`src/rtl/pd_sink_pkg.sv`:
```
package pd_sink_pkg;
  localparam int unsigned STRAP_W = 12;
  localparam int unsigned MV_W    = 16;
  localparam int unsigned MA_W    = 16;

  typedef enum logic [1:0] {
    CC_NONE = 2'b00,
    CC_ONE  = 2'b01,
    CC_TWO  = 2'b10,
    CC_BAD  = 2'b11
  } cc_state_e;

  typedef enum logic [2:0] {
    ST_IDLE,
    ST_WAIT_CAPS,
    ST_REQ,
    ST_WAIT_ACK,
    ST_CONTRACT
  } sink_state_e;

  typedef struct packed {
    logic [MV_W-1:0] vmin_mv;
    logic [MV_W-1:0] vmax_mv;
    logic [MA_W-1:0] need_ma;
  } sink_limits_t;

  function automatic logic [2:0] strap_band(input logic [STRAP_W-1:0] mv);
    logic [2:0] b;
    b = 3'd0;
    if (mv >= STRAP_W'(249))  b = 3'd1;
    if (mv >= STRAP_W'(787))  b = 3'd2;
    if (mv >= STRAP_W'(1348)) b = 3'd3;
    if (mv >= STRAP_W'(1921)) b = 3'd4;
    if (mv >= STRAP_W'(2779)) b = 3'd5;
    return b;
  endfunction

  function automatic logic [MV_W-1:0] band_volt_mv(input logic [2:0] b);
    case (b)
      3'd0:    return MV_W'(5000);
      3'd1:    return MV_W'(9000);
      3'd2:    return MV_W'(12000);
      3'd3:    return MV_W'(15000);
      3'd4:    return MV_W'(19000);
      default: return MV_W'(20000);
    endcase
  endfunction

  function automatic logic [MA_W-1:0] band_coarse_ma(input logic [2:0] b);
    case (b)
      3'd0:    return MA_W'(0);
      3'd1:    return MA_W'(1000);
      3'd2:    return MA_W'(2000);
      3'd3:    return MA_W'(3000);
      3'd4:    return MA_W'(4000);
      default: return MA_W'(5000);
    endcase
  endfunction

  // fine strap saturates at its fifth band
  function automatic logic [MA_W-1:0] band_fine_ma(input logic [2:0] b);
    case (b)
      3'd0:    return MA_W'(0);
      3'd1:    return MA_W'(250);
      3'd2:    return MA_W'(500);
      3'd3:    return MA_W'(750);
      default: return MA_W'(900);
    endcase
  endfunction
endpackage

```
`src/rtl/pd_strap_capture.sv`:
```
module pd_strap_capture
  import pd_sink_pkg::*;
(
  input  logic               clk_i,
  input  logic               rst_ni,
  input  logic [STRAP_W-1:0] vmin_strap_i,
  input  logic [STRAP_W-1:0] vmax_strap_i,
  input  logic [STRAP_W-1:0] icoarse_strap_i,
  input  logic [STRAP_W-1:0] ifine_strap_i,
  output sink_limits_t       lim_o,
  output logic               valid_o
);
  sink_limits_t lim_d, lim_q;
  logic         valid_q;

  always_comb begin
    lim_d.vmin_mv = band_volt_mv(strap_band(vmin_strap_i));
    lim_d.vmax_mv = band_volt_mv(strap_band(vmax_strap_i));
    if (lim_d.vmin_mv > lim_d.vmax_mv) lim_d.vmin_mv = lim_d.vmax_mv;
    lim_d.need_ma = band_coarse_ma(strap_band(icoarse_strap_i))
                  + band_fine_ma(strap_band(ifine_strap_i));
  end

  always_ff @(posedge clk_i or negedge rst_ni) begin
    if (!rst_ni) begin
      lim_q   <= '0;
      valid_q <= 1'b0;
    end else if (!valid_q) begin
      lim_q   <= lim_d;
      valid_q <= 1'b1;
    end
  end

  assign lim_o   = lim_q;
  assign valid_o = valid_q;

  AST_STRAP_HELD: assert property (@(posedge clk_i) disable iff (!rst_ni)
    valid_o && $past(valid_o) |-> $stable(lim_o));
  AST_MIN_NOT_ABOVE_MAX: assert property (@(posedge clk_i) disable iff (!rst_ni)
    valid_o |-> lim_o.vmin_mv <= lim_o.vmax_mv);
endmodule

```
`src/rtl/pd_offer_scan.sv`:
```
module pd_offer_scan
  import pd_sink_pkg::*;
#(
  parameter  int unsigned NUM_OFFERS = 7,
  localparam int unsigned IDX_W = (NUM_OFFERS > 1) ? $clog2(NUM_OFFERS) : 1,
  localparam int unsigned CNT_W = $clog2(NUM_OFFERS + 1)
) (
  input  logic                       clk_i,
  input  logic                       rst_ni,
  input  sink_limits_t               lim_i,
  input  logic [CNT_W-1:0]           offer_cnt_i,
  input  logic [NUM_OFFERS*MV_W-1:0] offer_mv_i,
  input  logic [NUM_OFFERS*MA_W-1:0] offer_ma_i,
  output logic                       fit_o,
  output logic [IDX_W-1:0]           idx_o,
  output logic [MA_W-1:0]            req_ma_o
);
  logic [MV_W-1:0]       ent_mv [NUM_OFFERS];
  logic [MA_W-1:0]       ent_ma [NUM_OFFERS];
  logic [NUM_OFFERS-1:0] ok;

  for (genvar g = 0; g < NUM_OFFERS; g++) begin : g_ent
    assign ent_mv[g] = offer_mv_i[g*MV_W +: MV_W];
    assign ent_ma[g] = offer_ma_i[g*MA_W +: MA_W];
    assign ok[g] = (CNT_W'(g) < offer_cnt_i)
                && (ent_mv[g] >= lim_i.vmin_mv) && (ent_mv[g] <= lim_i.vmax_mv)
                && (ent_ma[g] >= lim_i.need_ma);
  end

  logic            found;
  logic [IDX_W-1:0] best_idx;
  logic [MV_W-1:0]  best_mv;

  // strict > keeps the lowest index on equal voltage
  always_comb begin
    found    = 1'b0;
    best_idx = '0;
    best_mv  = '0;
    for (int i = 0; i < NUM_OFFERS; i++) begin
      if (ok[i] && (!found || ent_mv[i] > best_mv)) begin
        found    = 1'b1;
        best_idx = IDX_W'(i);
        best_mv  = ent_mv[i];
      end
    end
  end

  assign fit_o    = found;
  assign idx_o    = best_idx;
  assign req_ma_o = found ? lim_i.need_ma
                  : ((ent_ma[0] < lim_i.need_ma) ? ent_ma[0] : lim_i.need_ma);

  logic [MV_W-1:0] sel_mv;
  logic [MA_W-1:0] sel_ma;
  assign sel_mv = offer_mv_i[int'(idx_o)*MV_W +: MV_W];
  assign sel_ma = offer_ma_i[int'(idx_o)*MA_W +: MA_W];

  AST_PICK_IN_WINDOW: assert property (@(posedge clk_i) disable iff (!rst_ni)
    fit_o |-> (sel_mv >= lim_i.vmin_mv) && (sel_mv <= lim_i.vmax_mv));
  AST_PICK_HAS_CURRENT: assert property (@(posedge clk_i) disable iff (!rst_ni)
    fit_o |-> sel_ma >= lim_i.need_ma);
  AST_FALLBACK_IDX_ZERO: assert property (@(posedge clk_i) disable iff (!rst_ni)
    !fit_o |-> idx_o == '0);
endmodule

```
`src/rtl/pd_vbus_window.sv`:
```
module pd_vbus_window
  import pd_sink_pkg::*;
(
  input  logic            clk_i,
  input  logic            rst_ni,
  input  logic [MV_W-1:0] vmin_mv_i,
  input  logic [MV_W-1:0] vmax_mv_i,
  input  logic [MV_W-1:0] vbus_mv_i,
  output logic            low_o,
  output logic            high_o
);
  localparam int unsigned PW = MV_W + 3;

  logic [PW-1:0] vbus_x5, min_x4, max_x6;

  assign vbus_x5 = (PW'(vbus_mv_i) << 2) + PW'(vbus_mv_i);
  assign min_x4  = PW'(vmin_mv_i) << 2;
  assign max_x6  = (PW'(vmax_mv_i) << 2) + (PW'(vmax_mv_i) << 1);

  assign low_o  = vbus_x5 < min_x4;
  assign high_o = vbus_x5 > max_x6;

  AST_WINDOW_ONE_SIDE: assert property (@(posedge clk_i) disable iff (!rst_ni)
    !(low_o && high_o));
endmodule

```
`src/rtl/pd_sink_selector.sv`:
```
module pd_sink_selector
  import pd_sink_pkg::*;
#(
  parameter  int unsigned NUM_OFFERS = 7,
  localparam int unsigned IDX_W = (NUM_OFFERS > 1) ? $clog2(NUM_OFFERS) : 1,
  localparam int unsigned CNT_W = $clog2(NUM_OFFERS + 1)
) (
  input  logic                       clk_i,
  input  logic                       rst_ni,
  input  logic [STRAP_W-1:0]         vmin_strap_i,
  input  logic [STRAP_W-1:0]         vmax_strap_i,
  input  logic [STRAP_W-1:0]         icoarse_strap_i,
  input  logic [STRAP_W-1:0]         ifine_strap_i,
  input  logic [1:0]                 cc_state_i,
  input  logic                       src_caps_i,
  input  logic [CNT_W-1:0]           offer_cnt_i,
  input  logic [NUM_OFFERS*MV_W-1:0] offer_mv_i,
  input  logic [NUM_OFFERS*MA_W-1:0] offer_ma_i,
  input  logic                       neg_done_i,
  input  logic [MV_W-1:0]            vbus_mv_i,
  output logic                       req_valid_o,
  output logic [IDX_W-1:0]           req_idx_o,
  output logic [MA_W-1:0]            req_ma_o,
  output logic                       main_en_o,
  output logic                       safe_en_o,
  output logic                       fault_o,
  output logic                       flip_o,
  output logic                       proto_reset_o
);
  sink_limits_t     lim;
  logic             lim_valid;
  logic             scan_fit;
  logic [IDX_W-1:0] scan_idx;
  logic [MA_W-1:0]  scan_ma;
  logic             win_low, win_high;

  pd_strap_capture u_straps (
    .clk_i          (clk_i),
    .rst_ni         (rst_ni),
    .vmin_strap_i   (vmin_strap_i),
    .vmax_strap_i   (vmax_strap_i),
    .icoarse_strap_i(icoarse_strap_i),
    .ifine_strap_i  (ifine_strap_i),
    .lim_o          (lim),
    .valid_o        (lim_valid)
  );

  pd_offer_scan #(.NUM_OFFERS(NUM_OFFERS)) u_scan (
    .clk_i      (clk_i),
    .rst_ni     (rst_ni),
    .lim_i      (lim),
    .offer_cnt_i(offer_cnt_i),
    .offer_mv_i (offer_mv_i),
    .offer_ma_i (offer_ma_i),
    .fit_o      (scan_fit),
    .idx_o      (scan_idx),
    .req_ma_o   (scan_ma)
  );

  pd_vbus_window u_window (
    .clk_i    (clk_i),
    .rst_ni   (rst_ni),
    .vmin_mv_i(lim.vmin_mv),
    .vmax_mv_i(lim.vmax_mv),
    .vbus_mv_i(vbus_mv_i),
    .low_o    (win_low),
    .high_o   (win_high)
  );

  cc_state_e cc;
  logic      attached;
  assign cc       = cc_state_e'(cc_state_i);
  assign attached = (cc == CC_ONE) || (cc == CC_TWO);

  sink_state_e      state_q;
  logic             fit_q, nofit_q, vfault_q, main_q, safe_q, preset_q;
  logic [IDX_W-1:0] idx_q;
  logic [MA_W-1:0]  ma_q;

  always_ff @(posedge clk_i or negedge rst_ni) begin
    if (!rst_ni) begin
      state_q  <= ST_IDLE;
      fit_q    <= 1'b0;
      nofit_q  <= 1'b0;
      vfault_q <= 1'b0;
      main_q   <= 1'b0;
      safe_q   <= 1'b0;
      preset_q <= 1'b0;
      idx_q    <= '0;
      ma_q     <= '0;
    end else begin
      preset_q <= 1'b0;
      if (!attached) begin
        state_q  <= ST_IDLE;
        main_q   <= 1'b0;
        safe_q   <= 1'b0;
        nofit_q  <= 1'b0;
        vfault_q <= 1'b0;
      end else begin
        unique case (state_q)
          ST_IDLE: if (lim_valid) state_q <= ST_WAIT_CAPS;
          ST_WAIT_CAPS, ST_CONTRACT: begin
            if (src_caps_i) begin
              fit_q   <= scan_fit;
              idx_q   <= scan_idx;
              ma_q    <= scan_ma;
              nofit_q <= !scan_fit;
              state_q <= ST_REQ;
            end else if (state_q == ST_CONTRACT && main_q && (win_low || win_high)) begin
              main_q   <= 1'b0;
              vfault_q <= 1'b1;
              preset_q <= 1'b1;
              state_q  <= ST_WAIT_CAPS;
            end
          end
          ST_REQ: state_q <= ST_WAIT_ACK;
          ST_WAIT_ACK: if (neg_done_i) begin
            main_q   <= fit_q;
            safe_q   <= !fit_q;
            vfault_q <= 1'b0;
            state_q  <= ST_CONTRACT;
          end
          default: state_q <= ST_IDLE;
        endcase
      end
    end
  end

  assign req_valid_o   = (state_q == ST_REQ);
  assign req_idx_o     = idx_q;
  assign req_ma_o      = ma_q;
  assign main_en_o     = main_q;
  assign safe_en_o     = safe_q;
  assign fault_o       = nofit_q | vfault_q;
  assign flip_o        = (cc == CC_TWO);
  assign proto_reset_o = preset_q;

  AST_ENABLES_EXCLUSIVE: assert property (@(posedge clk_i) disable iff (!rst_ni)
    !(main_en_o && safe_en_o));
  AST_DETACH_DROPS: assert property (@(posedge clk_i) disable iff (!rst_ni)
    !attached |=> !main_en_o && !safe_en_o && !fault_o);
  AST_TRIP_PATH_OFF: assert property (@(posedge clk_i) disable iff (!rst_ni)
    proto_reset_o |-> !main_en_o && fault_o);
  AST_REQ_ONE_CYCLE: assert property (@(posedge clk_i) disable iff (!rst_ni)
    req_valid_o |=> !req_valid_o);
  AST_REQ_AFTER_CAPS: assert property (@(posedge clk_i) disable iff (!rst_ni)
    $rose(req_valid_o) |-> $past(src_caps_i));
endmodule

```
`config.mk`:
```
export PLATFORM = sky130hd
export DESIGN_NAME = pd_sink_selector
export DESIGN_NICKNAME = d
export VERILOG_FILES = /design/src/rtl/pd_sink_pkg.sv /design/src/rtl/pd_strap_capture.sv /design/src/rtl/pd_offer_scan.sv /design/src/rtl/pd_vbus_window.sv /design/src/rtl/pd_sink_selector.sv
export SDC_FILE = /design/constraint.sdc
export NUM_CORES = 1
export LEC_CHECK = 0
export ABC_AREA = 1
export BUFFER_PORTS_ARGS = -buffer_cell sky130_fd_sc_hd__buf_4
export CAP_MARGIN = 40
export CORE_MARGIN = 1
export CORE_UTILIZATION = 60
export CTS_BUF_LIST = sky130_fd_sc_hd__clkbuf_8
export DETAILED_ROUTE_END_ITERATION = 16
export PLACE_DENSITY = 0.84
export SYNTH_ARGS = -nofsm -noshare
export SYNTH_HDL_FRONTEND = slang
export SYNTH_SLANG_ARGS = --single-unit
```
`constraint.sdc`:
```
create_clock -name clk_i -period 27.8 [get_ports clk_i]
set_input_delay 6.95 -clock clk_i [delete_from_list [all_inputs] [get_ports clk_i]]
set_output_delay 6.95 -clock clk_i [all_outputs]
set_load 0.01 [all_outputs]
```
## Word level (Yosys, flattened, before mapping)

Index checks and enable logic that the tools add are counted.

- Logic and storage cells: 234
- Input port bits: 297
- Output and inout bits: 25
- Bits in registers: 77

- $add $sub $neg: 3
- Reductions and logical operators: 56
- Equal/unequal tests: 31
- Bitwise gates (word level): 1
- Multiplexer cells: 72
- Magnitude comparators: 58

Operators with widths:

| cell | count |
|---|---|
| $ge 16x16->1 | 14 |
| $pmux 15 s5 | 2 |
| $mux 16 | 8 |
| $le 16x16->1 | 7 |
| $ge 12x11->1 const B | 8 |
| $gt 16x16->1 | 6 |
| $pmux 13 s5 | 1 |
| $mux 3 | 18 |
| $ge 12x10->1 const B | 4 |
| $ge 12x12->1 const B | 4 |
| $ge 12x8->1 const B | 4 |
| $pmux 10 s4 | 1 |
| $eq 3x2->1 const B | 10 |
| $mux 1 | 30 |
| $logic_and 1x1->1 | 29 |
| $add 18x16->19 | 1 |
| $add 18x17->19 | 1 |
| $gt 19x19->1 | 1 |
| $lt 19x18->1 | 1 |
| $lt 16x16->1 | 1 |
| $mux 2 | 8 |
| $eq 3x1->1 const B | 5 |
| $gt 15x15->1 | 1 |
| $logic_not 3->1 | 5 |
| other kinds (23) | 51 |

## Longest topological paths before layout

- Depth after elaboration: 33
- Mapped depth: 99
- Depth with buffers taken out: 93

## Hierarchy

From an unflattened synthesis, not the netlist that was laid out.

- Cell total of the unflattened synthesis: 2784
- Area total of the unflattened synthesis: 18604.1 sq um

Modules (own cells, without submodules):

| module | area an instance (sq um) | cells an instance | instances | sequential area each (sq um) |
|---|---|---|---|---|
| pd_offer_scan | 11961.5 | 1817 | 1 | 0.0 |
| pd_strap_capture | 3096.7 | 466 | 1 | 925.9 |
| pd_vbus_window | 2250.9 | 349 | 1 | 0.0 |
| pd_sink_selector | 1295.0 | 152 | 1 | 700.7 |

## Least setup slack after synthesis

Ideal clock, no wire load.

- Path type: input to register
- Start: input offer_mv_i[9]
- End: register idx_q[1] (netlist: req_idx_o[1])
- Arrival: 15.980 ns
- Buffers on the path: 6
- Required time: 27.683 ns
- Path slack: 11.704 ns
- Setup time: 0.117 ns
- Stages: 89
- Path through: ha_1 nand2_1 nand2_1 nand2_1 nand2_1 a21oi_1 a21oi_2 nor2_4 nand2_8 buf_6 nor2_1 inv_1 ha_1 nand2_1 nor2_1 nand2_1 nor3_1 nand4_1 (+53 left out) nand2_1 nand2_2 nand2_4 buf_6 nand3_1 nand2_1 ha_1 a21oi_1 o21ai_0 o21bai_1 nand3_1 o2111ai_1 o31ai_1 nand2_1 nand2_1 nand2_1 nor2_1 nor2_1

- Cells in the longest elaborated chain, start to end: 29
- Elaborated cells between the ends (all ways): 46
- Those cells by class: 8 x order compare; 17 x mux; 21 x reduce/logical

Ends and longest elaborated chain:

| element | line | source |
|---|---|---|
| start: declaration | pd_sink_selector.sv:17 | `input logic [NUM_OFFERS*MV_W-1:0] offer_mv_i,` |
| $ge 16x16->1 | pd_offer_scan.sv:26 | `&& (ent_mv[g] >= lim_i.vmin_mv) && (ent_mv[g] <= lim_i.vmax_mv)` |
| $logic_and 1x1->1 (2 in series) | pd_offer_scan.sv:26 |  |
| $logic_and 1x1->1 | pd_offer_scan.sv:27 | `&& (ent_ma[g] >= lim_i.need_ma);` |
| $mux 16 / $mux 1 (equally long branches) | pd_offer_scan.sv:40 | `if (ok[i] && (!found \|\| ent_mv[i] > best_mv)) begin` |
| $gt 16x16->1 / $logic_not 1->1 (equally long branches) | pd_offer_scan.sv:40 |  |
| $logic_or 1x1->1 | pd_offer_scan.sv:40 |  |
| $logic_and 1x1->1 | pd_offer_scan.sv:40 |  |
| $mux 16 / $mux 1 (equally long branches) | pd_offer_scan.sv:40 |  |
| (+12 left out) | n/a |  |
| $gt 16x16->1 / $logic_not 1->1 (equally long branches) | pd_offer_scan.sv:40 |  |
| $logic_or 1x1->1 | pd_offer_scan.sv:40 |  |
| $logic_and 1x1->1 | pd_offer_scan.sv:40 |  |
| $mux 16 / $mux 1 (equally long branches) | pd_offer_scan.sv:40 |  |
| $gt 16x16->1 / $logic_not 1->1 (equally long branches) | pd_offer_scan.sv:40 |  |
| $logic_or 1x1->1 | pd_offer_scan.sv:40 |  |
| $logic_and 1x1->1 | pd_offer_scan.sv:40 |  |
| $mux 3 * | pd_offer_scan.sv:40 |  |
| end signal: assignment | pd_sink_selector.sv:105 | `idx_q <= scan_idx;` |
| end: declaration | pd_sink_selector.sv:77 | `logic [IDX_W-1:0] idx_q;` |

Every way passes the cells marked *; elsewhere a longest branch is shown, timed or not.
A chain may end at the register's enable or synchronous reset.

## Worst setup path after layout

Same ends and word-level chain as after synthesis.

==> key figures <==
Drt
  • ANT nets after route: 0
  • DRC: 0
  • Total number of vias: between 15000 and 20000
  • 1st-pass router iterations: 5
  • Routed WL per cell: about 19 microns
  • Via density: between 6 and 7
  • DRT iter0 DRCs: roughly 1600
  • WL final: between 50000 and 60000 microns

Setup path
  • Crit. End Element: flop
  • Most common cell on crit path: nand2_1
  • Type of the worst setup path: in2reg
  • R2R Path End: req_idx_o[1]
  • R2r startpoint: u_straps.lim_o[30]
  • CP bufs+invs: 6
  • Reg-to-reg slack, setup: between 15000 and 20000 ps
  • Cell family contributing the most delay on the critical path: simple AND/OR/NAND/NOR gates
  • Critical-path top delay cell: nor4_1
  • Worst EP arrival: between 15000 and 20000 ps
  • Startpoint types: input port
  • Worst reg2reg path depth: slightly above 80
  • CP Max Fanout: 28
  • Required @ worst endpoint: 28040 ps
  • Slowest stage delay, CP: approximately 400 ps

Clocking
  • Clk slew on worst S/H paths: roughly 80 ps
  • CTS tree: done
  • Root Buffer: clkbuf_8
  • Hold_buf cts: 0
  • Number of clock sinks: 65
  • Clock Latency Late Sink: 350 ps
  • # H-tree levels: 3
  • Clock Tree Buf Depth: 2
  • Cts repair resizes: 0
  • Setup Fix Bufs, Post-CTS: 0
  • Total CTS buffers: 9

Power
  • Max VDD drop: between 0.02 and 0.03 mV
  • Power Density: 40.0 mW/mm^2
  • Tot Pwr: just under 800 uW
  • LEAKAGE: 0.0106 uW

Die
  • Std cell rows: 60
  • I/O pins: ~320
  • Floorplan Core Area: approximately 0.027 sq mm
  • DIE AREA: about 0.028 sq mm
  • Die W: between 150 and 200 microns
  • Initial Utilization: about three fifths
  • Die Y-Extent: around 170 microns

Place
  • Routability cong.: between 1 and 1.5
  • HPWL after DPL: between 50000 and 60000 microns
  • Port Buf Inserts: between 300 and 400

GRT
  • Vias in the first global route: around 18000
  • Initial antenna violation count: 1
  • Pin count of the biggest net entering global routing: 66
  • First-pass GRT wire length: roughly 93000 microns
  • GRT Overall Usage: between 40% and 50%
  • Grt total ovfl: 0

Layout
  • # diodes: 0
  • Commonest non-fill, non-tap cells in the layout: 638 x nand2_1, 419 x ha_1, 335 x buf_4, 316 x inv_1, 205 x a21oi_1
  • Multi-input logic area: about 0.013 sq mm
  • Fillers: around 2200
  • Sequential cell area: 0.00163 sq mm
  • Final net count: 3533
  • Layout cells sized above 1: between 10% and 20%
  • Commonest non-fill, non-tap cell in the layout: nand2_1
  • Synthesis-to-layout area growth: 18.5%

Timing
  • Slew HR: between 40 and 50%
  • Least-Margin Pin Slew: slightly above 800 ps
  • Final-report setup violation count: 0
  • Setup Total Neg Slack: 0 ps
  • Layout Skew: ~9.5 ps
  • Max Slew Vio Count: 0
  • Fin crit period: between 15000 and 20000 ps
  • FMAX: approximately 0.055 GHz
  • RSZ-0062 raised after global routing: false
  • Hold Vio Cnt, Final: 0
  • Period Utilization, post-route: about 65%

Flow run
  • Max Cap Viol: 0

Synthesis
  • Cell variety after synth: 57
  • Top FF cell, synth: dfrtp_1
  • Average instance area after synthesis: 6.57 sq um
  • Post-synth EDFFs: 0
  • Ys async rst share: between 90% and 100%
  • Top cell type by total area after synthesis: ha_1
  • Cells after synthesis: between 2000 and 2500
  • Post-synthesis cell area: ~0.016 sq mm
  • Flops & latches, synth: between 60 and 70
  • Yosys Warn Count: 0
  • Post-synthesis sequential area ratio: under 10%
  • Top cells by area, synth: ha_1 32%, nand2_1 15%, dfrtp_1 10%
  • Top cell type's share of synthesized area: about 32%

Hold path
  • Worst Hold Class: reg2reg
  • Hold_sp: vfault_q
  • Worst Hold Depth: 2
  • Hold endpoint: vfault_q

Status
  • Status: complete, no violations
## where the power goes
part / switching (uW) / leakage (uW) / internal, uW
Clock: 40.4 / 0.000109 / 50.5
Sequential: 15.9 / 0.000808 / 115
Combinational: 340 / 0.00972 / 212
## metrics by stage
step / setup slack (ps) / util, % / hold slack (ps) / cells / area (sq um)
2_1_floorplan: 11700 / - / 434 / 2495 / 16400
3_3_place_gp: 9750 / 71.3 / 446 / 3143 / 19100
3_5_place_dp: 9590 / 71.4 / 460 / 3144 / 19100
4_1_cts: 9920 / 72.3 / 479 / 3160 / 19400
5_1_grt: 8890 / 72.3 / 505 / 3160 / 19400
6_report: 9640 / 72.3 / 482 / 3160 / 19400
## layout make-up
class / instances / share of cell area, %
Tap cell: 341 / 2.20
Inverter: 327 / 6.36
Timing Repair Buffer: 336 / 13.1
Multi-Input combinational cell: 2075 / 68.8
Sequential cell: 65 / 8.40
Clock inverter: 7 / 0.491
Clock buffer: 9 / 0.640
## layer usage
metal	vias up	routed length, microns	global-route usage [%]
li1	9126	-	-
met1	8620	22800	50.6
met2	1005	27400	71.8
met3	239	5470	6.58
met4	2	4100	25.4
met5	-	12	0
## worst max-delay path by stage
stage                        startpoint            to  depth (start not counted)
after global routing      offer_mv_i[9]  req_idx_o[1]                         85
after floorplan           offer_mv_i[9]  req_idx_o[1]                         89
after detailed placement  offer_mv_i[9]  req_idx_o[1]                         85
after global placement    offer_mv_i[9]  req_idx_o[1]                         85
final                     offer_mv_i[9]  req_idx_o[1]                         85
after CTS                 offer_mv_i[9]  req_idx_o[1]                         85
## cell families after synthesis
| family | Yosys count | synth area share (%) |
|---|---|---|
| adder cells (fa/ha/maj) | 422 | 32.5 |
| multiplexers | 12 | 0.827 |
| other | 1 | 0.0229 |
| buffers and inverters | 355 | 8.69 |
| XOR/XNOR | 23 | 1.23 |
| AO/OA/AOI/OAI | 374 | 12.8 |
| flip-flops | 65 | 9.95 |
| AND/OR/NAND/NOR | 1237 | 34.1 |
## synth_stat cells (5+ instances only)
cell type / count
a31oi_1: 5
ha_1: 419
xnor2_1: 6
o21a_1: 10
buf_4: 5
a211oi_1: 10
nor3_1: 48
o21bai_1: 10
buf_2: 6
o2111ai_1: 5
nand2_4: 17
dfrtp_1: 65
mux2_2: 12
nor2_1: 197
xor2_1: 17
nand3_2: 13
nor3b_1: 5
buf_6: 6
inv_1: 316
o211ai_1: 11
a21oi_1: 205
and2_1: 17
or2_1: 5
nand4_1: 65
nand3b_1: 9
clkbuf_1: 10
o22ai_1: 5
nand2_1: 638
inv_2: 6
or2_0: 6
o31ai_1: 8
o21ai_0: 86
nor4_1: 11
nand3_1: 186
## state kept, by name, summed over array words and instances (netlist names)
signal and cells:
state_q 3, req_ma_o 16, safe_en_o 1, nofit_q 1
main_en_o 1, proto_reset_o 1, vfault_q 1, u_straps.valid_o 1
u_straps.lim_o 36, req_idx_o 3, fit_q 1
## worst register-to-register path, delay by kind of cell, from the launching register on
family	cells	cell delay, ps
buffers and inverters	6	1060
adders and majority gates	7	2020
AOI/OAI and AO/OA	12	1500
DFF	1	450
and+or+nand+nor	58	7290
Note: power is estimated with default switching activity, not from simulation.
